**src/rtl/fusion_pkg.sv**
```systemverilog
package fusion_pkg;

    localparam int INSN_W    = 32;
    localparam int REG_W     = 5;
    localparam int IMM_W     = 12;
    localparam int NUM_CLASS = 13;
    localparam int CLASS_W   = $clog2(NUM_CLASS + 1);
    localparam int AUX_W     = 6;

    typedef enum logic [4:0] {
        K_OTHER, K_SLLIW, K_SRLIW, K_SRAIW, K_SLLI, K_SRLI,
        K_ANDI, K_ORI, K_XORI, K_ORCB, K_ADD, K_AND, K_OR, K_XOR,
        K_ADDW, K_MULW, K_ZEXTH, K_SEXTH
    } op_kind_e;

    typedef struct packed {
        op_kind_e           kind;
        logic [REG_W-1:0]   rd;
        logic [REG_W-1:0]   rs1;
        logic [REG_W-1:0]   rs2;
        logic [IMM_W-1:0]   imm12;
    } slot_dec_t;

    typedef struct packed {
        logic               fuse;
        logic [CLASS_W-1:0] cls;
        logic [AUX_W-1:0]   aux;
        logic [REG_W-1:0]   rd;
        logic [REG_W-1:0]   rs1;
        logic [REG_W-1:0]   rs2;
    } fuse_out_t;

endpackage

```
**src/rtl/fusion_slot_decode.sv**
```systemverilog
module fusion_slot_decode
    import fusion_pkg::*;
(
    input  logic [INSN_W-1:0] insn,
    output slot_dec_t         dec
);
    localparam logic [6:0] OPC_IMM    = 7'b0010011;
    localparam logic [6:0] OPC_IMM32  = 7'b0011011;
    localparam logic [6:0] OPC_REG    = 7'b0110011;
    localparam logic [6:0] OPC_REG32  = 7'b0111011;
    localparam logic [IMM_W-1:0] IMM_SEXTH = 12'h605;
    localparam logic [IMM_W-1:0] IMM_ORCB  = 12'h287;

    logic [6:0] opc;
    logic [2:0] f3;
    logic [6:0] f7;
    logic [5:0] f6;

    always_comb begin
        opc = insn[6:0];
        f3  = insn[14:12];
        f7  = insn[31:25];
        f6  = insn[31:26];

        dec.rd    = insn[11:7];
        dec.rs1   = insn[19:15];
        dec.rs2   = insn[24:20];
        dec.imm12 = insn[31:20];
        dec.kind  = K_OTHER;

        unique case (opc)
            OPC_IMM: begin
                case (f3)
                    3'b001: begin
                        if (f6 == 6'd0)                 dec.kind = K_SLLI;
                        else if (insn[31:20] == IMM_SEXTH) dec.kind = K_SEXTH;
                    end
                    3'b101: begin
                        if (f6 == 6'd0)                 dec.kind = K_SRLI;
                        else if (insn[31:20] == IMM_ORCB)  dec.kind = K_ORCB;
                    end
                    3'b111: dec.kind = K_ANDI;
                    3'b110: dec.kind = K_ORI;
                    3'b100: dec.kind = K_XORI;
                    default: dec.kind = K_OTHER;
                endcase
            end
            OPC_IMM32: begin
                if (f3 == 3'b001 && f7 == 7'd0)              dec.kind = K_SLLIW;
                else if (f3 == 3'b101 && f7 == 7'd0)         dec.kind = K_SRLIW;
                else if (f3 == 3'b101 && f7 == 7'b0100000)   dec.kind = K_SRAIW;
            end
            OPC_REG: begin
                if (f7 == 7'd0) begin
                    case (f3)
                        3'b000: dec.kind = K_ADD;
                        3'b111: dec.kind = K_AND;
                        3'b110: dec.kind = K_OR;
                        3'b100: dec.kind = K_XOR;
                        default: dec.kind = K_OTHER;
                    endcase
                end
            end
            OPC_REG32: begin
                if (f3 == 3'b000 && f7 == 7'd0)              dec.kind = K_ADDW;
                else if (f3 == 3'b000 && f7 == 7'b0000001)   dec.kind = K_MULW;
                else if (f3 == 3'b100 && f7 == 7'b0000100 && insn[24:20] == 5'd0)
                                                             dec.kind = K_ZEXTH;
            end
            default: dec.kind = K_OTHER;
        endcase
    end
endmodule

```
**src/rtl/fusion_pair_match.sv**
```systemverilog
module fusion_pair_match
    import fusion_pkg::*;
(
    input  logic                 a_valid,
    input  slot_dec_t            a,
    input  logic                 b_valid,
    input  slot_dec_t            b,
    input  logic [NUM_CLASS-1:0] enable,
    output fuse_out_t            result
);
    localparam logic [IMM_W-1:0] IMM_ONE   = 12'h001;
    localparam logic [IMM_W-1:0] IMM_BYTE  = 12'h0FF;
    localparam logic [IMM_W-1:0] IMM_M256  = 12'hF00;
    localparam logic [IMM_W-1:0] IMM_SEVEN = 12'h07F;

    logic [5:0]           a_sh;
    logic [5:0]           b_sh;
    logic                 chain_ok;
    logic                 dep_i;
    logic                 dep_r;
    logic                 a_logic;
    logic                 a_is_r;
    logic [NUM_CLASS:1]   shape;
    logic [NUM_CLASS:1]   b_is_r_class;
    logic [NUM_CLASS:1]   hit;
    logic [CLASS_W-1:0]   win;
    logic                 found;

    always_comb begin
        a_sh     = a.imm12[5:0];
        b_sh     = b.imm12[5:0];
        chain_ok = a_valid && b_valid && (a.rd != '0) && (b.rd == a.rd);
        dep_i    = (b.rs1 == a.rd);
        dep_r    = (b.rs1 == a.rd) || (b.rs2 == a.rd);
        a_is_r   = (a.kind == K_AND) || (a.kind == K_OR) || (a.kind == K_XOR) || (a.kind == K_ADDW);
        a_logic  = (a.kind == K_AND) || (a.kind == K_OR) || (a.kind == K_XOR) ||
                   (a.kind == K_ANDI) || (a.kind == K_ORI) || (a.kind == K_XORI) ||
                   (a.kind == K_ORCB);

        // Opcode and immediate shape of each class, catalogue order
        shape[1]  = (a.kind == K_SLLIW) && (a_sh == 6'd16) && (b.kind == K_SRLIW) && (b_sh == 6'd16);
        shape[2]  = (a.kind == K_SLLIW) && (a_sh == 6'd16) && (b.kind == K_SRAIW) && (b_sh == 6'd16);
        shape[3]  = (a.kind == K_SLLI) && (a_sh >= 6'd1) && (a_sh <= 6'd4) && (b.kind == K_ADD);
        shape[4]  = (a.kind == K_SLLI) && (a_sh == 6'd32) && (b.kind == K_SRLI) &&
                    (b_sh >= 6'd29) && (b_sh <= 6'd31);
        shape[5]  = (a.kind == K_SRLI) && (a_sh == 6'd8) && (b.kind == K_ANDI) && (b.imm12 == IMM_BYTE);
        shape[6]  = (a.kind == K_SRLI) && (a_sh >= 6'd29) && (a_sh <= 6'd32) && (b.kind == K_ADD);
        shape[7]  = (a.kind == K_ANDI) && (a.imm12 == IMM_ONE) && ((b.kind == K_ADD) || (b.kind == K_ADDW));
        shape[8]  = (a.kind == K_ADDW) && (b.kind == K_ANDI) &&
                    ((b.imm12 == IMM_ONE) || (b.imm12 == IMM_BYTE));
        shape[9]  = (a.kind == K_ADDW) && ((b.kind == K_ZEXTH) || (b.kind == K_SEXTH));
        shape[10] = a_logic && (b.kind == K_ANDI) && (b.imm12 == IMM_ONE);
        shape[11] = a_logic && (b.kind == K_ZEXTH);
        shape[12] = (a.kind == K_ANDI) && (a.imm12 == IMM_M256) && (b.kind == K_OR);
        shape[13] = (a.kind == K_ANDI) && (a.imm12 == IMM_SEVEN) && (b.kind == K_MULW);

        b_is_r_class = '0;
        b_is_r_class[3]  = 1'b1;
        b_is_r_class[6]  = 1'b1;
        b_is_r_class[7]  = 1'b1;
        b_is_r_class[12] = 1'b1;
        b_is_r_class[13] = 1'b1;
    end

    for (genvar c = 1; c <= NUM_CLASS; c++) begin : g_hit
        assign hit[c] = shape[c] && chain_ok && enable[c-1] &&
                        (b_is_r_class[c] ? dep_r : dep_i);
    end

    // Fixed priority: lowest class number wins
    always_comb begin
        win   = '0;
        found = 1'b0;
        for (int c = 1; c <= NUM_CLASS; c++) begin
            if (!found && hit[c]) begin
                win   = CLASS_W'(c);
                found = 1'b1;
            end
        end
    end

    always_comb begin
        result = '0;
        if (found) begin
            result.fuse = 1'b1;
            result.cls  = win;
            result.rd   = a.rd;
            result.rs1  = a.rs1;
            if (a_is_r)
                result.rs2 = a.rs2;
            else if (b_is_r_class[win])
                result.rs2 = (b.rs1 == a.rd) ? b.rs2 : b.rs1;
            case (win)
                CLASS_W'(3):  result.aux = a_sh;
                CLASS_W'(4):  result.aux = 6'd32 - b_sh;
                CLASS_W'(6):  result.aux = a_sh;
                CLASS_W'(7):  result.aux = (b.kind == K_ADDW) ? 6'd1 : 6'd0;
                CLASS_W'(8):  result.aux = (b.imm12 == IMM_ONE) ? 6'd1 : 6'd8;
                CLASS_W'(9):  result.aux = (b.kind == K_SEXTH) ? 6'd1 : 6'd0;
                default:      result.aux = '0;
            endcase
        end
    end
endmodule

```
**src/rtl/fusion_pair_detect.sv**
```systemverilog
module fusion_pair_detect
    import fusion_pkg::*;
(
    input  logic                 clk,
    input  logic                 rst,
    input  logic                 first_valid,
    input  logic [INSN_W-1:0]    first_insn,
    input  logic                 second_valid,
    input  logic [INSN_W-1:0]    second_insn,
    input  logic [NUM_CLASS-1:0] class_enable,
    output logic                 fuse_valid,
    output logic [CLASS_W-1:0]   fuse_class,
    output logic [AUX_W-1:0]     fuse_aux,
    output logic [REG_W-1:0]     fuse_rd,
    output logic [REG_W-1:0]     fuse_rs1,
    output logic [REG_W-1:0]     fuse_rs2
);
    localparam int NUM_SLOTS = 2;

    logic [NUM_SLOTS-1:0][INSN_W-1:0] slot_insn;
    slot_dec_t                        slot_dec [NUM_SLOTS];
    fuse_out_t                        match_res;
    fuse_out_t                        out_d;
    fuse_out_t                        out_q;

    assign slot_insn[0] = first_insn;
    assign slot_insn[1] = second_insn;

    for (genvar s = 0; s < NUM_SLOTS; s++) begin : g_slot
        fusion_slot_decode u_dec (
            .insn (slot_insn[s]),
            .dec  (slot_dec[s])
        );
    end

    fusion_pair_match u_match (
        .a_valid (first_valid),
        .a       (slot_dec[0]),
        .b_valid (second_valid),
        .b       (slot_dec[1]),
        .enable  (class_enable),
        .result  (match_res)
    );

    always_comb begin
        out_d = rst ? '0 : match_res;
    end

    always_ff @(posedge clk) begin
        out_q <= out_d;
    end

    assign fuse_valid = out_q.fuse;
    assign fuse_class = out_q.cls;
    assign fuse_aux   = out_q.aux;
    assign fuse_rd    = out_q.rd;
    assign fuse_rs1   = out_q.rs1;
    assign fuse_rs2   = out_q.rs2;

    assert_fuse_needs_valid_R12: assert property (@(posedge clk) disable iff (rst)
        fuse_valid |-> $past(first_valid && second_valid));

    assert_fuse_needs_enable_R12: assert property (@(posedge clk) disable iff (rst)
        fuse_valid |-> ((($past(class_enable)) >> (fuse_class - CLASS_W'(1))) & NUM_CLASS'(1)) != '0);

    assert_chain_rd_R10: assert property (@(posedge clk) disable iff (rst)
        fuse_valid |-> (fuse_rd != '0) && (fuse_rd == $past(first_insn[11:7]))
                        && ($past(second_insn[11:7]) == fuse_rd));

    assert_src_rs1_R11: assert property (@(posedge clk) disable iff (rst)
        fuse_valid |-> fuse_rs1 == $past(first_insn[19:15]));

    assert_class_range_R13: assert property (@(posedge clk) disable iff (rst)
        fuse_valid |-> (fuse_class != '0) && (fuse_class <= CLASS_W'(NUM_CLASS)));

    assert_idle_zero_R13: assert property (@(posedge clk) disable iff (rst)
        !fuse_valid |-> (fuse_class == '0) && (fuse_aux == '0) && (fuse_rd == '0)
                        && (fuse_rs1 == '0) && (fuse_rs2 == '0));
endmodule

```
**config.mk**
```make
export PLATFORM = sky130hd
export DESIGN_NAME = fusion_pair_detect
export DESIGN_NICKNAME = d
export VERILOG_FILES = /design/src/rtl/fusion_pkg.sv /design/src/rtl/fusion_slot_decode.sv /design/src/rtl/fusion_pair_match.sv /design/src/rtl/fusion_pair_detect.sv
export SDC_FILE = /design/constraint.sdc
export NUM_CORES = 1
export LEC_CHECK = 0
export ABC_AREA = 1
export BUFFER_PORTS_ARGS = -buffer_cell sky130_fd_sc_hd__buf_2
export CORE_MARGIN = 3
export CORE_UTILIZATION = 25
export CTS_BUF_LIST = sky130_fd_sc_hd__clkbuf_4 sky130_fd_sc_hd__clkbuf_8
export DETAILED_ROUTE_END_ITERATION = 10
export GPL_ROUTABILITY_DRIVEN = 0
export PLACE_DENSITY = 0.5
export SLEW_MARGIN = 20
export SYNTH_ARGS = -nofsm -noshare
export SYNTH_HDL_FRONTEND = slang
export SYNTH_SLANG_ARGS = --single-unit
```
**constraint.sdc**
```tcl
create_clock -name clk -period 4.25 [get_ports clk]
set_clock_uncertainty 0.15 [all_clocks]
set_input_delay 1.275 -clock clk [delete_from_list [all_inputs] [get_ports clk]]
set_output_delay 1.275 -clock clk [all_outputs]
set_load 0.01 [all_outputs]
```
## Word-level counts from Yosys, hierarchy flattened

Memories as Yosys holds them, arrays and structs flattened.
Index checks and enable logic that the tools add are counted.

| storage, ports and cells | value |
|---|---|
| ROM bits | 16 |
| word-level logic and storage cells | 278 |
| memories | 1 |
| bits in registers | 26 |
| output and inout bits | 26 |

Memory list:

| name | depth | width | read ports | clocked after Yosys merged registers in | wr ports | line | text |
|---|---|---|---|---|---|---|---|
| (name not given) | 16 | 1 | 1 | 0 | 0 | fusion_pair_match.sv:91 | `else if (b_is_r_class[win])` |

| cells by class | value |
|---|---|
| equality and inequality tests | 67 |
| bitwise operators | 1 |
| add/subtract/negate cells | 1 |
| reductions and logical operators | 132 |
| $lt $le $gt $ge | 7 |
| muxes and demuxes | 63 |

Operators by type and width:

| kind | number |
|---|---|
| 2-to-1 mux 5 bit | 21 |
| logical AND 1 bit | 98 |
| equality test 5 x 4 -> 1 bit, second input constant | 10 |
| case mux 5 bit (5 select lines) | 2 |
| equality test 7 x 6 -> 1 bit, second input constant | 6 |
| case mux 5 bit (4 select lines) | 2 |
| 2-to-1 mux 4 bit | 9 |
| case mux 4 bit (4 select lines) | 2 |
| equality test 5 x 3 -> 1 bit, second input constant | 6 |
| case mux 6 bit (5 select lines) | 1 |
| equality test 7 x 5 -> 1 bit, second input constant | 4 |
| 2-to-1 mux 26 bit | 1 |
| equality test 12 x 1 -> 1 bit, second input constant | 2 |
| equality test 12 x 10 -> 1 bit, second input constant | 2 |
| equality test 12 x 11 -> 1 bit, second input constant | 2 |
| equality test 3 bit, second input constant | 8 |
| 2-to-1 mux 1 bit | 17 |
| equality test 5 bit | 3 |
| equality test 7 x 1 -> 1 bit, second input constant | 2 |
| equality test 7 x 3 -> 1 bit, second input constant | 2 |
| zero test 7 bit | 2 |
| equality test 12 bit, second input constant | 1 |
| equality test 12 x 7 -> 1 bit, second input constant | 1 |
| equality test 12 x 8 -> 1 bit, second input constant | 1 |
| other kinds (27) | 66 |

## Logic depth before layout (Yosys ltp)

Gate-level depths: netlist of run 1.

| depth | value |
|---|---|
| depth in word-level cells | 56 |
| mapped depth | 26 |

## Modules after synthesis

From an unflattened synthesis of run 1, not the netlist that was laid out.

| second synthesis, totals | value |
|---|---|
| cell total of the unflattened synthesis | 665 |
| area, all modules | 3747.3 um2 |

By module, submodules not included:

| module | cells an instance | area an instance (um2) | instances |
|---|---|---|---|
| fusion_pair_match | 322 | 1609.0 | 1 |
| fusion_slot_decode | 131 | 693.2 | 2 |
| fusion_pair_detect | 81 | 752.0 | 1 |

## Worst setup path before layout of run 1

No wires, ideal clock.

| timing path | value |
|---|---|
| path kind | input-to-reg |
| start | input port second_insn[20] |
| end | register out_q (netlist bit fuse_aux[0]) |
| path buffers | 0 |
| arrival | 3.397 ns |
| setup time | 0.063 ns |
| cell stages on the path | 23 |
| data required time | 4.037 ns |
| setup slack | 0.640 ns |
| path through | inv_1 > ha_1 > nand2_1 > nor2_1 > ha_1 > nand2_1 > nor2_1 > nand2_1 > nor2_1 > nand3_2 > nand2_4 > inv_2 > nand4_1 > nor2_2 > nand2_1 > nand4_1 > nor2_2 > nand2_1 > nand2_2 > nand3_4 > nand2_2 > nand3_4 > nor2_2 |

| between the ends | value |
|---|---|
| longest elaborated chain between the ends | 52 |
| elaborated cells between the ends (all ways) | 156 |
| those cells by class | add/sub (1); order compare (2); eq/ne (22); mux (39); bitwise (1); reduce/logical (91) |

RTL lines:

| element | line | text |
|---|---|---|
| start, declared | fusion_pair_detect.sv:9 | `input logic [INSN_W-1:0] second_insn,` |
| parallel branches: the longest is 52 deep, another holds equality test 12 x 10 -> 1 bit | n/a |  |
| end signal, assigned | fusion_pair_detect.sv:50 | `out_q <= out_d;` |
| end, declared | fusion_pair_detect.sv:24 | `fuse_out_t out_q;` |

Several ways; the timed one is not identified.
A chain may end at the register's enable or synchronous reset.

## Worst setup path after layout of run 1

| timing path | value |
|---|---|
| start | input port second_insn[21] |
| end | register out_q (netlist bit fuse_aux[5]) |

The elaborated chain is that of the path after synthesis.

==> results of run 1 <==
==> metrics by stage <==
step / hold WS, ns / util, % / cells
detailed placement: 1.35 / 31.8 / 831
floorplan: 1.24 / - / 560
global route: 1.08 / 32.2 / 834
CTS: 1.07 / 32.2 / 834
finish: 1.07 / 32.2 / 834
global placement: 1.34 / 31.8 / 831
==> timing repair <==
action | 4_1_cts | 5_1_grt
endpoints found under the hold margin | 0 | 0
resized for setup | 0 | 2
setup endpoints to repair | 0 | 23
==> area by class of cell <==
| class | count | area [um2] | share of cell area (%) |
|---|---|---|---|
| clock buffers | 3 | 41.3 | 1.06 |
| inverters | 100 | 375 | 9.67 |
| multi-input cells | 428 | 2170 | 55.9 |
| flip-flops and latches | 26 | 520 | 13.4 |
| well taps | 168 | 210 | 5.42 |
| repair buffers | 109 | 566 | 14.6 |
==> how the worst max path moves through the flow <==
stage | startpoint | end | slack (ns) | depth (start not counted)
5_1_grt | second_insn[21] | fuse_class[2] | 0.02 | 24
4_1_cts | second_insn[20] | fuse_aux[5] | 0.32 | 24
2_1_floorplan | second_insn[20] | fuse_aux[0] | 0.64 | 23
3_5_place_dp | second_insn[20] | fuse_aux[5] | 0.08 | 24
3_3_place_gp | second_insn[20] | fuse_aux[5] | 0.18 | 24
6_report | second_insn[21] | fuse_aux[5] | 0.37 | 24
==> Yosys cell counts (2+ instances only) <==
library cell | n | share of area (%)
inv_1 | 87 | 11
nand4_2 | 2 | 0.81
nor3_1 | 15 | 2.4
nand3b_1 | 4 | 0.97
nor2_1 | 115 | 14
nand2_2 | 13 | 2.6
nand3_1 | 54 | 8.7
buf_2 | 3 | 0.48
xor2_1 | 4 | 1.1
xnor2_1 | 5 | 1.4
nor4_1 | 3 | 0.61
nand3_2 | 5 | 1.6
nand2_4 | 2 | 0.73
o21ai_1 | 5 | 0.81
buf_4 | 3 | 0.73
nor2_2 | 19 | 3.8
o21ai_0 | 4 | 0.65
and3_1 | 2 | 0.40
a21oi_1 | 5 | 0.81
ha_1 | 4 | 1.6
nor2_4 | 4 | 1.5
nand3_4 | 2 | 1.1
inv_2 | 12 | 1.5
a211oi_1 | 6 | 1.5
nand2_1 | 121 | 15
nand4_1 | 22 | 4.4
dfxtp_1 | 26 | 17
==> routing by layer <==
metal	track usage [%]	up-vias	share of wire (%)
li1	-	1977	-
met1	18.6	1634	46
met2	24.7	117	46
met3	1.25	16	5.2
met4	4.55	0	2.8
met5	0	-	0
==> where the power goes <==
part	switching [mW]	leakage [nW]	total, mW	internal, mW
logic	0.0894	1.84	0.146	0.0563
clock network	0.0672	0.0216	0.130	0.0632
registers	0.00000000000000942	0.209	0.243	0.243
==> logic make-up after synthesis <==
kind of cell | after synthesis | share of synthesized area (%)
adder cells (fa/ha/maj) | 4 | 1.61
flip-flops | 26 | 16.8
buffers and inverters | 106 | 13.3
AO/OA/AOI/OAI | 25 | 5.09
AND/OR/NAND/NOR | 390 | 60.6
XOR/XNOR | 9 | 2.54
==> flip-flops by register name, summed over array words and instances (netlist names) <==
name        cells
fuse_aux        6
fuse_rd         5
fuse_valid      1
fuse_rs1        5
fuse_class      4
fuse_rs2        5
==> cells in the final DEF, fill, tap and decap left out, drive strengths merged, types with 2 or more instances in the layout <==
master  netlist  layout
nor2        139     139
nand2       136     136
buf           6     109
inv          99      99
nand3        61      61
dfxtp        26      26
nand4        24      24
nor3         15      15
o21ai         9       9
a211oi        6       6
a21oi         6       6
xnor2         5       5
nand3b        5       5
xor2          4       4
nor4          4       4
ha            4       4
clkbuf        0       3
and3          2       2
or2           2       2
==> tightest hold or removal path, cell delays in order <==
cell and delay [ns]:
buf_2 0.09, inv_1 0.04, nor2_1 0.03
==> metrics.csv, run 1 <==
stage,metric,value,unit
outcome,outcome,completed,
timing,drv_slew,0,
routing,wl_per_cell,12.1,um
floorplan,ios,107,
clocking,cts_htree_levels,1,
worst_hold_path,whs_path_depth,3,
place,dp_slack,0.0758,ns
routing,wirelength,10.1,mm
pwr,vdd_drop_max,0.0942,mV
clocking,cts_sinks,26,
setup_path,startpoint_type,input pin,
setup_path,cp_top_family,simple AND/OR/NAND/NOR gates,
floorplan,rows,40,
floorplan,die_h,117,um
timing,setup_slack,0.374,ns
clocking,cts_max_path_buffers,2,
setup_path,endpoint_kind,flip-flop,
clocking,cts_tree,yes,
setup_path,cp.arrival,3.93,ns
setup_path,cp_common_cell,nand2_1,
routing,drt_iter0_drc,250,
place,dp_hpwl,8.73,mm
routing,drc_errors,0,
setup_path,crit_required,4.30,ns
clocking,cts-root-buf,clkbuf_8,
setup_path,cp_slowest_stage_delay,0.21,ns
worst_hold_path,min_to,fuse_rs1[2],
floorplan,die-area,13800,um2
global_routing,grt_pass1_vias,3610,
cells_and_area,fill_cells,1381,
clocking,post_cts_buffers,0,
synth,ys_seq_elements,26,
synth,ys.warnings.count,0,
pwr,power,0.519,mW
timing,slew_headroom,71.3,%
global_routing,gr-total-overflow,0,
setup_path,critPathBufInv,3,
floorplan,core_area,12100,um2
synth,synth.cell_area,3100,um2
pwr,p_per_area,134,nW/um2
synth,ys.flop_type,dfxtp_1,
timing,hold_violations,0,
synth,async_flop_share,0,%
clocking,numCtsBuffers,3,
synth,synthCells,560,
global_routing,antenna_found_initial,0,
routing,ant_nets,0,
place,port_buffers,106,
timing,timing.fmax,0.258,GHz
timing,rsz0062_at_grt,false,
global_routing,grt_pass1_wl,16.7,mm
timing,min_period,3.88,ns
worst_hold_path,worstHoldStart,first_insn[17],
routing,vias,3744,
timing,fin_tns_setup,0,ns
place,placed_area,3840,um2
cells_and_area,n_antenna_cell,0,
global_routing,grt_usage,14.2,%
worst_hold_path,min_path_type,in -> reg,
setup_path,path_class,in -> reg,
cells_and_area,final_area,3880,um2
cells_and_area,area_delta_synth_final,25.2,%
setup_path,cp_max_fo,6,
synth,synth_fp_nets,645,
synth,synth-seq-area-share,16.8,%
timing,setup_viol,0,
synth,synth_edf_count,0,
clocking,clk_pin_slew_worst_paths,0.08,ns
floorplan,die_w,117,um
setup_path,path_cells,"buf_2, inv_1, ha_2, nand2_1, nor2_1, ha_1, nand2_1, nor2_1, nand2_1, nor2_1, nand3_2, nand2_4, inv_2, nand4_1, nor2_2, nand2_1, nand4_1, nor2_2, nand2_1, nand2_2, nand3_4, nand2_2, nand3_4, nor2_2",
flow_run,cap_viol_max_count,0,
synth,syn_area_per_cell,5.53,um2
timing,finalCritPeriodShare,91.2,%
routing,first_pass_iters,4,
floorplan,initial_core_util,25.7,%
setup_path,crit_slowest_cell,ha_2,
pwr,p_leak,2.07,nW
synth,yosysUniqueCellTypes,40,
clocking,ctsHoldBuffers,0,
routing,vias_per_cell,4.49,
timing,tightest_slew,0.429,ns
cells_and_area,drive_above_1_share,26.7,%
cells_and_area,num-nets-final,753,
global_routing,grt_max_degree,21,
Note: power is estimated with default switching activity, not from simulation.
==> run 2, diff against run 1 <==
- CTS_BUF_LIST: sky130_fd_sc_hd__clkbuf_4 sky130_fd_sc_hd__clkbuf_8 -> not set
- PLACE_DENSITY: 0.5 -> 0.51
- SLEW_MARGIN: 20 -> not set
- clock period: 4.25 -> 3.5 ns (I/O delays scaled with it)
==> metrics.csv, run 2 (synthesis gave the netlist of run 1 again) <==
stage,metric,value,unit
cells_and_area,final_common_cell,nand2_1,
floorplan,die_w,117,um
setup_path,crit_path_start,second_insn[21],
timing,rsz0062_at_grt,true,
cells_and_area,final_cell_mix,"nand2_1, buf_2, nor2_1, inv_1, buf_4",
cells_and_area,fill_cells,1342,
routing,drt_iter0_drc,226,
routing,drc_errors,0,
clocking,cts_tree,yes,
cells_and_area,n_antenna_cell,0,
flow_run,cap_viol_max_count,0,
setup_path,cp_max_fo,6,
timing,drv_slew,0,
setup_path,startpoint_type,input pin,
setup_path,cp.arrival,3.57,ns
clocking,ctsHoldBuffers,0,
worst_hold_path,min_path_type,in -> reg,
routing,wl_per_cell,11.7,um
clocking,numCtsBuffers,3,
setup_path,cp_slowest_stage_delay,0.21,ns
cells_and_area,area_delta_synth_final,46.1,%
timing,hold_violations,0,
timing,min_period,3.53,ns
routing,wirelength,10.5,mm
place,placed_area,4180,um2
global_routing,grt_max_degree,21,
setup_path,crit_slowest_cell,nor2_1,
floorplan,die-area,13800,um2
setup_path,path_cells,"buf_8, inv_4, ha_4, nand2_4, nor2_2, ha_2, nand2_1, nor2_1, nand2_1, nor2_1, nand3_2, nand2_4, inv_4, nand4_1, nor2_2, nand3_2, nand4_1, nor2_1, nand2_2, nand2_4, nand3_4, nand2_4, nand3_4, nor2_2",
place,placed_cells,877,
routing,vias,3955,
routing,ant_nets,0,
timing,setup_slack,-0.0348,ns
floorplan,initial_core_util,25.7,%
pwr,p_leak,2.43,nW
routing,vias_per_cell,4.41,
outcome,violations,setup timing,
place,port_buffers,106,
cells_and_area,drive_above_1_share,36.8,%
timing,setup_viol,3,
floorplan,core_area,12100,um2
timing,timing.fmax,0.283,GHz
timing,tightest_slew,0.405,ns
cells_and_area,final_area,4530,um2
setup_path,endpoint_kind,flip-flop,
timing,slew_headroom,72.8,%
global_routing,grt_pass1_vias,3843,
global_routing,gr-total-overflow,0,
clocking,cts-root-buf,clkbuf_16,
cells_and_area,largest_register_ffs,6,
setup_path,crit_end,fuse_aux[5],
global_routing,grt_usage,14.5,%
global_routing,antenna_found_initial,0,
place,dp_hpwl,8.97,mm
setup_path,cp_common_cell,nand2_4,
pwr,vdd_drop_max,0.155,mV
timing,finalCritPeriodShare,101,%
pwr,p_per_area,162,nW/um2
cells_and_area,num-nets-final,815,
outcome,outcome,"finished, violations left",
routing,first_pass_iters,4,
setup_path,path_depth,24,
cells_and_area,fin_cells,896,
global_routing,grt_pass1_wl,17.3,mm
setup_path,cp_top_family,simple AND/OR/NAND/NOR gates,
setup_path,path_class,in -> reg,
floorplan,ios,107,
cells_and_area,fin_util,37.6,%
floorplan,rows,40,
clocking,cts_max_path_buffers,2,
setup_path,critPathBufInv,3,
floorplan,die_h,117,um
clocking,cts_sinks,26,
clocking,clk_pin_slew_worst_paths,0.06,ns
setup_path,crit_required,3.54,ns
timing,fin_tns_setup,-0.0599,ns
clocking,cts_htree_levels,1,
[run 2: final cells by class]
class,instances,area (um2),share of cell area [%]
Clock buffer,3,75.1,1.66
Multi-Input combinational cell,428,2290,50.6
Sequential cell,26,520,11.5
Tap cell,168,210,4.64
Timing Repair Buffer,171,1050,23.1
Inverter,100,383,8.45
[run 2: worst min path at each step]
stage             endpoint  slack (ns)  cells after the start      startpoint
6_report       fuse_rs1[2]        0.86                      3  first_insn[17]
5_1_grt        fuse_rs1[3]        0.87                      3  first_insn[18]
4_1_cts        fuse_rs1[2]        0.86                      3  first_insn[17]
3_5_place_dp   fuse_rs1[2]        1.12                      3  first_insn[17]
3_3_place_gp   fuse_rs1[4]        1.12                      3  first_insn[19]
2_1_floorplan   fuse_rd[1]        1.01                      2   first_insn[8]
[run 2: where the power goes]
group	leakage (nW)	internal, mW	switching, mW
logic	2.19	0.0864	0.115
clock network	0.0370	0.151	0.0841
registers	0.209	0.296	0.0000000000000109
[run 2: repair_timing]
action,in CTS,in global routing
buffers inserted,5,11
setup endpoints to repair,3,26
gates resized for setup,0,42
pin swaps,3,33
[run 2: per-layer routing]
metal	routed length [um]	track usage, %
met3	455	1.69
met2	5010	25.6
met4	276	4.11
met1	4710	18.7
met5	0	0
[run 2: through the flow]
step	setup slack [ns]	power, mW	hold slack, ns
after floorplan	0.115	0.392	1.01
after global placement	-0.219	0.492	1.12
after detailed placement	-0.238	0.493	1.12
after CTS	0.00262	0.728	0.856
after global routing	-0.211	0.776	0.873
final	-0.0348	0.732	0.858
